`src/rtl/adc_wait_pkg.sv`:
```
`timescale 1ns/1ps
package adc_wait_pkg;
  localparam int FLOW_N  = 4;
  localparam int FB_TRIG = 0;
  localparam int FB_RSTA = 1;
  localparam int FB_SEQA = 2;
  localparam int FB_LDOK = 3;
endpackage

```
`src/rtl/adc_conv_model.sv`:
```
`timescale 1ns/1ps
// Fixed-latency converter stand-in: busy for LAT cycles, done in the last one.
module adc_conv_model #(
  parameter int LAT = 3
) (
  input  logic clk,
  input  logic rst_n,
  input  logic start_i,
  output logic busy_o,
  output logic done_o
);
  localparam int CW = (LAT > 2) ? $clog2(LAT) : 1;
  localparam logic [CW-1:0] LAST = CW'(LAT - 1);

  logic          busy_q, busy_d;
  logic [CW-1:0] cnt_q, cnt_d;

  assign done_o = busy_q && (cnt_q == LAST);
  assign busy_o = busy_q;

  always_comb begin
    busy_d = busy_q;
    cnt_d  = cnt_q;
    if (start_i) begin
      busy_d = 1'b1;
      cnt_d  = '0;
    end else if (done_o) begin
      busy_d = 1'b0;
      cnt_d  = '0;
    end else if (busy_q) begin
      cnt_d  = cnt_q + 1'b1;
    end
  end

  always_ff @(posedge clk or negedge rst_n) begin
    if (!rst_n) begin
      busy_q <= 1'b0;
      cnt_q  <= '0;
    end else begin
      busy_q <= busy_d;
      cnt_q  <= cnt_d;
    end
  end
endmodule

```
`src/rtl/adc_flow_bits.sv`:
```
`timescale 1ns/1ps
// Sticky request bits: set by strobe, cleared when serviced, forced low by hold.
module adc_flow_bits #(
  parameter int N = 4
) (
  input  logic         clk,
  input  logic         rst_n,
  input  logic         hold_i,
  input  logic [N-1:0] set_i,
  input  logic [N-1:0] srv_i,
  output logic [N-1:0] q_o
);
  logic [N-1:0] q, d;

  for (genvar g = 0; g < N; g++) begin : g_bit
    always_comb begin
      if (hold_i) d[g] = 1'b0;
      else        d[g] = (q[g] & ~srv_i[g]) | set_i[g];
    end

    always_ff @(posedge clk or negedge rst_n) begin
      if (!rst_n) q[g] <= 1'b0;
      else        q[g] <= d[g];
    end
  end

  assign q_o = q;
endmodule

```
`src/rtl/adc_idx_ctrl.sv`:
```
`timescale 1ns/1ps
// Command index, result-list index and result buffer select.
module adc_idx_ctrl #(
  parameter int SEQ_LEN = 4,
  localparam int IW = $clog2(SEQ_LEN)
) (
  input  logic          clk,
  input  logic          rst_n,
  input  logic          clear_i,
  input  logic          adv_i,
  input  logic          ldok_i,
  output logic          list_end_o,
  output logic [IW-1:0] cmd_o,
  output logic [IW-1:0] rvl_o,
  output logic          buf_o
);
  localparam logic [IW-1:0] LAST = IW'(SEQ_LEN - 1);

  logic [IW-1:0] cmd_q, cmd_d, rvl_q, rvl_d;
  logic          buf_q, buf_d;

  assign list_end_o = adv_i && (cmd_q == LAST);

  always_comb begin
    cmd_d = cmd_q;
    rvl_d = rvl_q;
    buf_d = buf_q;
    if (clear_i) begin
      cmd_d = '0;
      rvl_d = '0;
    end else if (adv_i) begin
      if (list_end_o) begin
        cmd_d = '0;
        rvl_d = '0;
        if (ldok_i) buf_d = ~buf_q;
      end else begin
        cmd_d = cmd_q + 1'b1;
        rvl_d = rvl_q + 1'b1;
      end
    end
  end

  always_ff @(posedge clk or negedge rst_n) begin
    if (!rst_n) begin
      cmd_q <= '0;
      rvl_q <= '0;
      buf_q <= 1'b0;
    end else begin
      cmd_q <= cmd_d;
      rvl_q <= rvl_d;
      buf_q <= buf_d;
    end
  end

  assign cmd_o = cmd_q;
  assign rvl_o = rvl_q;
  assign buf_o = buf_q;
endmodule

```
`src/rtl/adc_wait_ctrl.sv`:
```
`timescale 1ns/1ps
module adc_wait_ctrl
  import adc_wait_pkg::*;
#(
  parameter int SEQ_LEN  = 4,
  parameter int CONV_LAT = 3,
  localparam int IW = $clog2(SEQ_LEN)
) (
  input  logic          clk,
  input  logic          rst_n,
  input  logic          lp_wait,
  input  logic          cfg_stop_in_wait,
  input  logic          cfg_store_on_abort,
  input  logic          cfg_auto_restart,
  input  logic          cfg_trig_mode,
  input  logic          sw_trig,
  input  logic          sw_restart,
  input  logic          sw_abort,
  input  logic          sw_ldok,
  input  logic          abort_done_clr,
  output logic          conv_busy,
  output logic          result_wr,
  output logic [IW-1:0] cmd_idx,
  output logic [IW-1:0] rvl_idx,
  output logic          buf_sel,
  output logic          flow_trig,
  output logic          flow_rsta,
  output logic          flow_seqa,
  output logic          flow_ldok,
  output logic          abort_done,
  output logic          idle
);
  logic              wait_q, auto_ab_q, auto_ab_d, abort_done_q, abort_done_d;
  logic              hold, wait_rise, exit_auto, ab_pend, seq_active;
  logic              abort_go, rst_go, conv_start, conv_done, adv, list_end;
  logic [FLOW_N-1:0] flow_q, flow_set, flow_srv;

  assign hold       = cfg_stop_in_wait & lp_wait;
  assign wait_rise  = lp_wait & ~wait_q;
  assign exit_auto  = ~lp_wait & wait_q & cfg_stop_in_wait & cfg_auto_restart;
  assign ab_pend    = flow_q[FB_SEQA] | auto_ab_q;
  assign seq_active = conv_busy | (cmd_idx != '0);
  assign abort_go   = ab_pend & (~conv_busy | conv_done);
  assign rst_go     = flow_q[FB_RSTA] & ~conv_busy & ~ab_pend & ~hold;
  assign conv_start = flow_q[FB_TRIG] & ~flow_q[FB_RSTA] & ~conv_busy & ~ab_pend & ~hold;
  assign adv        = conv_done & ~ab_pend;
  assign result_wr  = conv_done & (~ab_pend | cfg_store_on_abort);

  always_comb begin
    flow_set          = '0;
    flow_set[FB_TRIG] = sw_trig | (exit_auto & cfg_trig_mode);
    flow_set[FB_RSTA] = sw_restart | exit_auto;
    flow_set[FB_SEQA] = sw_abort;
    flow_set[FB_LDOK] = sw_ldok;
    flow_srv          = '0;
    flow_srv[FB_TRIG] = conv_start;
    flow_srv[FB_RSTA] = rst_go;
    flow_srv[FB_SEQA] = abort_go;
    flow_srv[FB_LDOK] = list_end;
  end

  always_comb begin
    auto_ab_d    = auto_ab_q | (wait_rise & cfg_stop_in_wait & (seq_active | flow_q[FB_SEQA]));
    if (abort_go) auto_ab_d = 1'b0;
    abort_done_d = abort_go | (abort_done_q & ~abort_done_clr);
  end

  always_ff @(posedge clk or negedge rst_n) begin
    if (!rst_n) begin
      wait_q       <= 1'b0;
      auto_ab_q    <= 1'b0;
      abort_done_q <= 1'b0;
    end else begin
      wait_q       <= lp_wait;
      auto_ab_q    <= auto_ab_d;
      abort_done_q <= abort_done_d;
    end
  end

  adc_flow_bits #(.N(FLOW_N)) flow_i (
    .clk(clk), .rst_n(rst_n), .hold_i(hold),
    .set_i(flow_set), .srv_i(flow_srv), .q_o(flow_q)
  );

  adc_conv_model #(.LAT(CONV_LAT)) conv_i (
    .clk(clk), .rst_n(rst_n), .start_i(conv_start),
    .busy_o(conv_busy), .done_o(conv_done)
  );

  adc_idx_ctrl #(.SEQ_LEN(SEQ_LEN)) idx_i (
    .clk(clk), .rst_n(rst_n), .clear_i(abort_go | rst_go), .adv_i(adv),
    .ldok_i(flow_q[FB_LDOK]), .list_end_o(list_end),
    .cmd_o(cmd_idx), .rvl_o(rvl_idx), .buf_o(buf_sel)
  );

  assign flow_trig  = flow_q[FB_TRIG];
  assign flow_rsta  = flow_q[FB_RSTA];
  assign flow_seqa  = flow_q[FB_SEQA];
  assign flow_ldok  = flow_q[FB_LDOK];
  assign abort_done = abort_done_q;
  assign idle       = ~seq_active & ~ab_pend;
endmodule

```
`config.mk`:
```
export PLATFORM = sky130hd
export DESIGN_NAME = adc_wait_ctrl
export DESIGN_NICKNAME = d
export VERILOG_FILES = /design/src/rtl/adc_wait_pkg.sv /design/src/rtl/adc_conv_model.sv /design/src/rtl/adc_flow_bits.sv /design/src/rtl/adc_idx_ctrl.sv /design/src/rtl/adc_wait_ctrl.sv
export SDC_FILE = /design/constraint.sdc
export NUM_CORES = 1
export LEC_CHECK = 0
export ABC_AREA = 1
export BUFFER_PORTS_ARGS = -buffer_cell sky130_fd_sc_hd__buf_4
export CAP_MARGIN = 20
export CORE_MARGIN = 1
export CORE_UTILIZATION = 52
export CTS_BUF_LIST = sky130_fd_sc_hd__clkbuf_2 sky130_fd_sc_hd__clkbuf_4 sky130_fd_sc_hd__clkbuf_8
export CTS_CLUSTER_SIZE = 12
export DETAILED_ROUTE_END_ITERATION = 12
export PLACE_DENSITY = 0.87
export SETUP_SLACK_MARGIN = 0.2
export SYNTH_ARGS = -nofsm -noshare
export SYNTH_HDL_FRONTEND = slang
export SYNTH_HIERARCHICAL = 1
export SYNTH_SLANG_ARGS = --single-unit
```
`constraint.sdc`:
```
create_clock -name clk -period 2 [get_ports clk]
set_clock_uncertainty 0.1 [all_clocks]
set_input_delay 0.3 -clock clk [delete_from_list [all_inputs] [get_ports clk]]
set_output_delay 0.3 -clock clk [all_outputs]
set_load 0.05 [all_outputs]
```
# == Word-level counts from Yosys, hierarchy flattened ==
# Cells that the tools add are included.
# word_totals
register_bits,15
in_bits,12
output_inout_bits,13
wordCells,92
# op_classes
add_sub_neg,3
eq_ne,2
muxes,16
bitwise_logic,52
reduce_logical,7
# op_table
operator,count
1-bit AND,24
2-bit 2-to-1 mux,9
1-bit NOT,14
1-bit bitwise OR,14
1-bit 2-to-1 mux,7
"2-bit by 1-bit adder with 2-bit output, second input constant",3
2-bit nonzero test,3
"2-bit == test, second input constant",2
4-bit AND reduction,1
3-bit nonzero test,1
1-bit logical AND,2

# == Longest topological paths before layout ==
# depth
ltp_word,9
depth_mapped,11
depth_no_buf,11

# == Cells and area by module ==
# The synthesis kept the hierarchy.
# modules_own_cells
mod,n_inst,cells_each,area_each_um2,seq_area_each_um2
adc_idx_ctrl,1,31,260.2,125.1
adc_wait_ctrl,1,39,237.7,75.1
adc_flow_bits,1,20,165.2,100.1
adc_conv_model,1,19,145.1,75.1

# == Worst setup path before layout ==
# No wires, ideal clock.
# synth_timing
kind,flip-flop to output port
startpoint,"reg conv_i.busy_q, in the netlist conv_i/busy_o"
endpoint,out result_wr
t_arrival_ns,2.149
t_required_ns,1.600
path_slack_ns,-0.549
path_stages_with_launch,5
path_buffers,0
path_cell_list,dfrtp_1 inv_2 nor3_2 inv_2 o21ai_0
# synth_between
elab_chain_cells,2
# synth_rtl
item,line,text
from (decl),adc_conv_model.sv:15,"logic busy_q, busy_d;"
from (signal assigned),adc_conv_model.sv:40,busy_q <= busy_d;
1-bit logical AND,adc_conv_model.sv:18,assign done_o = busy_q && (cnt_q == LAST);
via conv_done,adc_wait_ctrl.sv:35,"logic abort_go, rst_go, conv_start, conv_done, adv, list_end;"
1-bit AND,adc_wait_ctrl.sv:47,assign result_wr = conv_done & (~ab_pend | cfg_store_on_abort);
to (decl),adc_wait_ctrl.sv:22,"output logic result_wr,"
# The timed path passes the listed nets, and every way through them passes these cells.

# == Worst setup path in the final report ==
# layout_timing
startpoint,"reg conv_i.busy_q, in the netlist conv_i/busy_o"
endpoint,out idle
# layout_between
elab_chain_cells,3
# layout_rtl
item,line,text
1-bit bitwise OR,adc_wait_ctrl.sv:42,assign seq_active = conv_busy | (cmd_idx != '0);
1-bit NOT,adc_wait_ctrl.sv:101,assign idle = ~seq_active & ~ab_pend;
1-bit AND,adc_wait_ctrl.sv:101,
to (decl),adc_wait_ctrl.sv:31,output logic idle
# Every way passes these cells.

==> impl_metrics.json <==
{
  "status": "finished, final reports clean",
  "hp-start": "lp_wait",
  "finalCritPeriodShare_pct": 86.9,
  "leakagePower_nw": 0.621,
  "ys_seq_area_share_pct": 46.4,
  "gp_congestion": 0.841,
  "grt_overflow": 0,
  "synth_area_leader_cell": "dfrtp_1",
  "critical_path.top_delay_family": "flip-flops",
  "r2r_end": "flow_i/q_o[3]",
  "fp-row-count": 13,
  "synth_edf_count": 0,
  "hpwlAfterDp_um": 1290,
  "clk_latency_ns": 0.28,
  "yosys_register_bits": 15,
  "crit_type": "flip-flop to output pin",
  "cp-startpoint": "conv_i/busy_o",
  "p_total_mw": 1.55,
  "slew_violations": 0,
  "finalHoldViolCount": 0,
  "min_to": "wait_q",
  "arrival_ns": 1.34,
  "portBuffers": 24,
  "layout.nets": 154,
  "r2r_slack_ns": 0.37,
  "cts_htree_levels": 1,
  "path_max_fanout": 5,
  "wire_per_inst_um": 10.9,
  "vias": 774,
  "cpMaxStageDelayCell": "dfrtp_2",
  "final_cell_mix": "nand2_1, buf_4, inv_1",
  "cp-end-kind": "output pin",
  "required_ns": 1.60,
  "drc_errors": 0,
  "ant_nets": 0,
  "path_cells": "buf_4, inv_1, nand2_1, nor2_2, buf_6",
  "ys_top_cells_by_area": "dfrtp_1, nand2_1, inv_1, nor2_1, inv_2",
  "root_buffer": "clkbuf_4",
  "grt_pass1_vias": 778,
  "min_period_ns": 1.74,
  "post-synth-top-area-fraction_pct": 46.4,
  "max_freq_ghz": 0.575,
  "cts_tree": "yes",
  "cts.sinks": 15,
  "areaGrowthSynthToFinish_pct": 33.7,
  "setup_violations": 0,
  "routed_wl_um": 1700,
  "path_buf_inv": 3,
  "gr-usage-all-layers_pct": 22.2,
  "start_util_pct": 59.2,
  "ir_drop_uv": 887,
  "hold_depth": 1,
  "antenna_found_initial": 0,
  "grt_start_max_net_pins": 16,
  "nFillCells": 87,
  "synth.net_count": 122,
  "rsz0062_at_grt": "true",
  "synth.avg_cell_area_um2": 7.42,
  "vias_per_cell": 4.99,
  "slew_headroom_pct": 74.6,
  "io_pins": 25,
  "core_um2": 1370,
  "drive_gt1_share_pct": 35.0,
  "cpPeakStageDelay_ns": 0.44,
  "dieArea_um2": 1720,
  "first_iter_violations": 16,
  "clkTransAtPathRegs_ns": 0.08,
  "start_kind": "flip-flop",
  "synth_cell_types": 18,
  "reg2reg_depth": 9,
  "diodes": 0,
  "synth-main-ff-cell": "dfrtp_1",
  "worst_pin_slew_ns": 0.380,
  "die_h_um": 41.4,
  "numCtsBuffers": 3,
  "final_common_cell": "nand2_1",
  "holdCritPathClass": "primary input to flip-flop",
  "finalSetupTns_ns": 0,
  "synth_warnings": 6,
  "max-cap-violations": 0,
  "first_pass_iters": 4,
  "p_per_area_nw_per_um2": 1430,
  "cts_buffer_depth": 2,
  "syn_area_um2": 808,
  "netlist_instances": 109,
  "synthArstFlopShare_pct": 100,
  "die_x_um": 41.4,
  "r2r-start": "conv_i/busy_o",
  "grt_pass1_wl_um": 3040
}
cells by family after synthesis:
logic type	Yosys count	share of synthesized area [%]
compound gates	12	8.20
fa+ha+maj	1	1.55
buf+inv	28	13.0
flops	15	46.4
simple gates	53	30.8
metal layers:
layer  global-route usage, %  share of wire, %  vias up
met1                    24.6                41      359
met4                    11.0               1.8        0
li1                        -                 -      392
met3                    3.48               3.5        5
met5                       0                 0        -
met2                    40.6                53       18
layout make-up:
type | instances | area (um2) | area share [%]
clock buffers | 4 | 30.0 | 2.78
inverters | 28 | 105 | 9.72
well taps | 15 | 18.8 | 1.74
repair buffers | 27 | 213 | 19.7
multi-input cells | 66 | 338 | 31.2
flip-flops and latches | 15 | 377 | 34.8
worst max path at each step:
stage                           endpoint  slack, ns  cells past startpoint
after floorplan                result_wr       0.25                      4
after global placement    idx_i/rvl_o[1]       0.42                      9
after detailed placement  idx_i/rvl_o[1]       0.34                      9
after CTS                      result_wr       0.21                      5
after global routing       flow_i/q_o[3]       0.19                      9
final                               idle       0.26                      5
worst reg2reg max path, delay by kind of cell (launching register included):
kind,cells,cell delay (ns)
buffers and inverters,4,0.25
AO/OA/AOI/OAI,1,0.06
flip-flops,1,0.41
AND/OR/NAND/NOR,4,0.70
through the flow:
stage / hold slack, ns / setup slack (ns) / util, % / cell area, um2 / instances
6_report: 0.0446 / 0.262 / 79.1 / 1080 / 155
4_1_cts: 0.0402 / 0.213 / 77.0 / 1050 / 153
5_1_grt: 0.0394 / 0.193 / 79.1 / 1080 / 155
2_1_floorplan: -0.0956 / 0.253 / - / 813 / 109
3_3_place_gp: 0.0628 / 0.416 / 74.1 / 1010 / 148
3_5_place_dp: 0.0646 / 0.342 / 74.1 / 1010 / 148
cells in the mapped netlist (3+ instances only):
master and number:
a21oi_1 4, dfrtp_1 15, inv_1 20, inv_2 8
nand2_1 28, nand3_1 4, nand4_1 3, nor2_1 9
nor2_2 3, o21ai_0 3, o21ai_1 3
registers in the layout, summed over array words and instances, names as in the netlist:
register and count:
idx_i/rvl_o 2, conv_i/busy_o 1, idx_i/cmd_o 2, auto_ab_q 1, idx_i/buf_o 1, flow_i/q_o 4
abort_done 1, conv_i/cnt_q 2, wait_q 1
where the power goes:
part	switching [mW]	internal [mW]
Combinational	0.602	0.285
Clock	0.0946	0.0911
Sequential	0.0855	0.391
Total	0.782	0.767
timing repair:
action | CTS | global route
setup buffers | 0 | 2
hold buffers | 1 | 0
setup endpoints to repair | 0 | 4
hold endpoints to repair | 15 | 0
resized for setup | 0 | 3
Power figures use the tool's default switching activity.
